<file path="config.mk">
export PLATFORM = sky130hd
export DESIGN_NAME = parity_verdict
export DESIGN_NICKNAME = d
export VERILOG_FILES = /design/src/rtl/ipc_pkg.sv /design/src/rtl/interleave_xor.sv /design/src/rtl/parity_verdict.sv
export SDC_FILE = /design/constraint.sdc
export NUM_CORES = 1
export LEC_CHECK = 0
export BUFFER_PORTS_ARGS = -buffer_cell sky130_fd_sc_hd__clkbuf_2
export CAP_MARGIN = 10
export CORE_UTILIZATION = 38
export DETAILED_ROUTE_END_ITERATION = 8
export PLACE_DENSITY = 0.9
export SLEW_MARGIN = 15
export SYNTH_ARGS = -nofsm -noshare
export SYNTH_HDL_FRONTEND = slang
export SYNTH_SLANG_ARGS = --single-unit
export TNS_END_PERCENT = 1
</file>
<file path="constraint.sdc">
create_clock -name vclk -period 2.95
set_input_delay 0.4425 -clock vclk [all_inputs]
set_output_delay 0.4425 -clock vclk [all_outputs]
set_load 0.01 [all_outputs]
</file>
<file path="src/rtl/ipc_pkg.sv">
package ipc_pkg;
  localparam int unsigned ENTRY_W = 72;
  localparam int unsigned GROUPS  = 2;
  typedef enum logic [0:0] {GRP_EVEN = 1'b0, GRP_ODD = 1'b1} grp_e;
endpackage

</file>
<file path="src/rtl/interleave_xor.sv">
module interleave_xor #(
  parameter int unsigned ENTRY_W = 72,
  parameter int unsigned PHASE   = 0
) (
  input  logic [ENTRY_W-1:0] word,
  output logic               par
);
  localparam int unsigned PAY_W = ENTRY_W - 2;
  localparam int unsigned N     = (PAY_W - PHASE + 1) / 2;

  logic [N-1:0] picked;
  for (genvar g = 0; g < N; g++) begin : g_pick
    assign picked[g] = word[2*g + PHASE];
  end
  assign par = ^picked;
endmodule

</file>
<file path="src/rtl/parity_verdict.sv">
module parity_verdict #(
  parameter int unsigned ENTRY_W = 72
) (
  input  logic [ENTRY_W-1:0] word,
  input  logic               chk_en,
  output logic               err
);
  localparam int unsigned PAY_W = ENTRY_W - 2;

  logic [ipc_pkg::GROUPS-1:0] grp_par;
  logic [ipc_pkg::GROUPS-1:0] grp_fail;

  for (genvar g = 0; g < ipc_pkg::GROUPS; g++) begin : g_grp
    interleave_xor #(.ENTRY_W(ENTRY_W), .PHASE(g)) u_x (
      .word (word),
      .par  (grp_par[g])
    );
    assign grp_fail[g] = grp_par[g] ^ word[PAY_W + g];
  end

  assign err = chk_en & (|grp_fail);
endmodule

</file>
; ---- Yosys cells after proc, flatten, opt, wreduce, memory -nomap -nowiden
; Cells that the tools add are included.
; Widths: inputs -> output; s select.
[totals]
ramBits = 0
latch_bits = 0
out_inout_bits = 1
memories = 0
romBits = 0
ff_bits = 0
[classes]
n_addsub = 0
magnitude_cmp = 0
mul = 0
reduce_logical = 3
n_eq_ne = 0
mux = 0
shift = 0
n_div = 0
bitwise_logic = 3
[ops]
columns = operator, n
row1 = $reduce_xor 35->1, 2
row2 = $reduce_or 2->1, 1
row3 = $xor 1x1->1, 2
row4 = $and 1x1->1, 1

; ---- Depth between registers and ports, before layout
[depth]
word_depth = 4
ltp_mapped = 6
mapped_depth_nobuf = 6

; ---- Modules after synthesis
; Synthesis repeated with hierarchy kept, for this count alone.
[hier_totals]
cells_unflattened = 69
area_unflattened_um2 = 630.6
[by_module_without_submodules]
columns = mod, area_per_inst_um2, cells_each, n_inst, seq_area_each_um2
row1 = interleave_xor, 302.8, 33, 2, 0.0
row2 = parity_verdict, 25.0, 3, 1, 0.0

; ---- Least setup slack after synthesis
; Ideal clock, no wire load.
[synth_timing]
kind = input port to output port
from = input word[70]
to = output err
cell_stages = 6
path_slack_ps = 861
arrival_time_ps = 1646
cell_sequence = xnor2_1 xnor2_1 xnor2_1 xnor3_1 xnor2_1 a21boi_1
[synth_via]
elab_chain_cells = 3
[synth_lines]
columns = item, line
row1 = from (decl), parity_verdict.sv:4  ; input logic [ENTRY_W-1:0] word,
row2 = $xor 1x1->1, parity_verdict.sv:18  ; assign grp_fail[g] = grp_par[g] ^ word[PAY_W + g];
row3 = $reduce_or 2->1, parity_verdict.sv:21  ; assign err = chk_en & (|grp_fail);
row4 = $and 1x1->1, parity_verdict.sv:21
row5 = to (decl), parity_verdict.sv:6  ; output logic err
; Every way passes these cells.

; ---- Worst setup path in the final report
; Same ends and word-level chain as after synthesis.

==> results.sh <==
export IMPL_seq_area_um2=0
export IMPL_grt_pass1_vias=646
export IMPL_crit_fanout=1
export IMPL_gp_congestion=0.684
export IMPL_min_path_type="in2out"
export IMPL_p_leak_uw=0.000491
export IMPL_worstMarginPinSlew_ns=0.197
export IMPL_dieArea_um2=1830
export IMPL_finalMaxSlewViolations=0
export IMPL_drc=0
export IMPL_yosys_warnings=0
export IMPL_vias_per_cell=4.31
export IMPL_placementRows=14
export IMPL_numSequentialCells=0
export IMPL_first_pass_iters=3
export IMPL_crit_required_ns=2.51
export IMPL_fill_cells=137
export IMPL_powerDensity_nw_per_um2=352
export IMPL_hpwl_um=1370
export IMPL_ioPinCount=74
export IMPL_cp_arrival_ns=1.87
export IMPL_final_cell_mix="74 x clkbuf_2, 60 x xnor2_1, 6 x xor2_1"
export IMPL_final_common_cell="clkbuf_2"
export IMPL_num_nets_final=218
export IMPL_grt_max_degree=2
export IMPL_start_kind="input pin"
export IMPL_dp_slack_ns=0.629
export IMPL_cp_endpoint="err"
export IMPL_netlist_area_um2=631
export IMPL_grt_overflow_total=0
export IMPL_core_um2=1520
export IMPL_fin_tns_setup_ns=0
export IMPL_drtAntennaViolNets=0
export IMPL_post_cts_buffers=0
export IMPL_seq_area_frac_synth_pct=0
export IMPL_fin_ws_ns=0.634
export IMPL_fmaxAchievable_mhz=432
export IMPL_drtIter0Drc=1
export IMPL_diodes=0
export IMPL_wl_per_cell_um=8.53
export IMPL_cp_end_kind="output port"
export IMPL_syn_inst=69
export IMPL_period_share_pct=78.5
export IMPL_dieHeight_um=42.7
export IMPL_cap_violations=0
export IMPL_initial_utilization_pct=41.4
export IMPL_grt_usage_pct=14.6
export IMPL_vias=686
export IMPL_antenna_found_initial=0
export IMPL_cts_resized=0
export IMPL_multiInputGateArea_um2=631
export IMPL_totalWireLength_um=1360
export IMPL_hold_viol_final=0
export IMPL_status="completed"
export IMPL_syn_nets=142
export IMPL_yosysUniqueCellTypes=4
export IMPL_layout_drive_gt1_share_pct=51.7
export IMPL_critPathLaunch="word[70]"
export IMPL_io_buffers=74
export IMPL_rsz0062_at_grt="no"
export IMPL_worstSetupPathType="in2out"
export IMPL_die_w_um=42.7
export IMPL_syn2layout_area_growth_pct=61.9
export IMPL_setup_viol=0
export IMPL_fin_crit_ns=2.32
export IMPL_slew_headroom_pct=86.8
export IMPL_postSynthAreaPerCell_um2=9.14
export IMPL_num_clock_buffers=0
export IMPL_grt_pass1_wl_um=2160
export IMPL_worst_ir_drop_vdd_mv=0.270
export IMPL_hold_buffers=0
## how the worst min path moves through the flow
| stage | startpoint | end | slack [ns] | cells past startpoint |
|---|---|---|---|---|
| finish | chk_en | err | 1.20 | 3 |
| global route | chk_en | err | 1.21 | 3 |
| CTS | chk_en | err | 1.20 | 3 |
| detailed placement | chk_en | err | 1.20 | 3 |
| global placement | chk_en | err | 1.20 | 3 |
| floorplan | chk_en | err | 1.02 | 1 |
## cell usage after synthesis
cell,n,area (µm²)
xnor3_1,2,45.0
a21boi_1,1,7.51
xnor2_1,60,526
xor2_1,6,52.6
## where the power goes
part / internal, µW / total [µW] / switching [µW] / leakage, µW
Clock: 0 / 0 / 0 / 0
Combinational: 228 / 360 / 132 / 0.000491
Sequential: 0 / 0 / 0 / 0
## cell type report
class	instances	share of cell area [%]
multi-input combinational	69	61.8
timing repair buffer	74	36.3
tap	16	1.96
## per-layer routing
layer / track usage (%) / share of wire (%) / vias up
met2: 35.2 / 63 / 36
met4: 1.25 / 0 / 0
met3: 0.426 / 6.6 / 0
met1: 12.4 / 31 / 292
met5: 0 / 0 / -
li1: - / - / 358
## cells by family after synthesis
| logic type | share of synthesized area, % |
|---|---|
| xor gates and xnor gates | 98.8 |
| AOI/OAI and AO/OA | 1.19 |
## worst max-delay path: stages
cell      delay (ns)
clkbuf_2        0.09
xnor2_1         0.20
xnor2_1         0.16
xnor2_1         0.14
xnor3_1         0.42
xnor2_1         0.13
a21boi_1        0.13
clkbuf_2        0.15
## per-stage QoR
stage,total power (µW),instance area (µm²),cells,util [%],hold slack [ns]
after floorplan,276,631,69,-,1.02
final,360,1020,159,67.0,1.20
after global placement,358,1020,159,67.0,1.20
after CTS,366,1020,159,67.0,1.20
after detailed placement,364,1020,159,67.0,1.20
after global routing,391,1020,159,67.0,1.21
(Power assumes the default switching activity.)
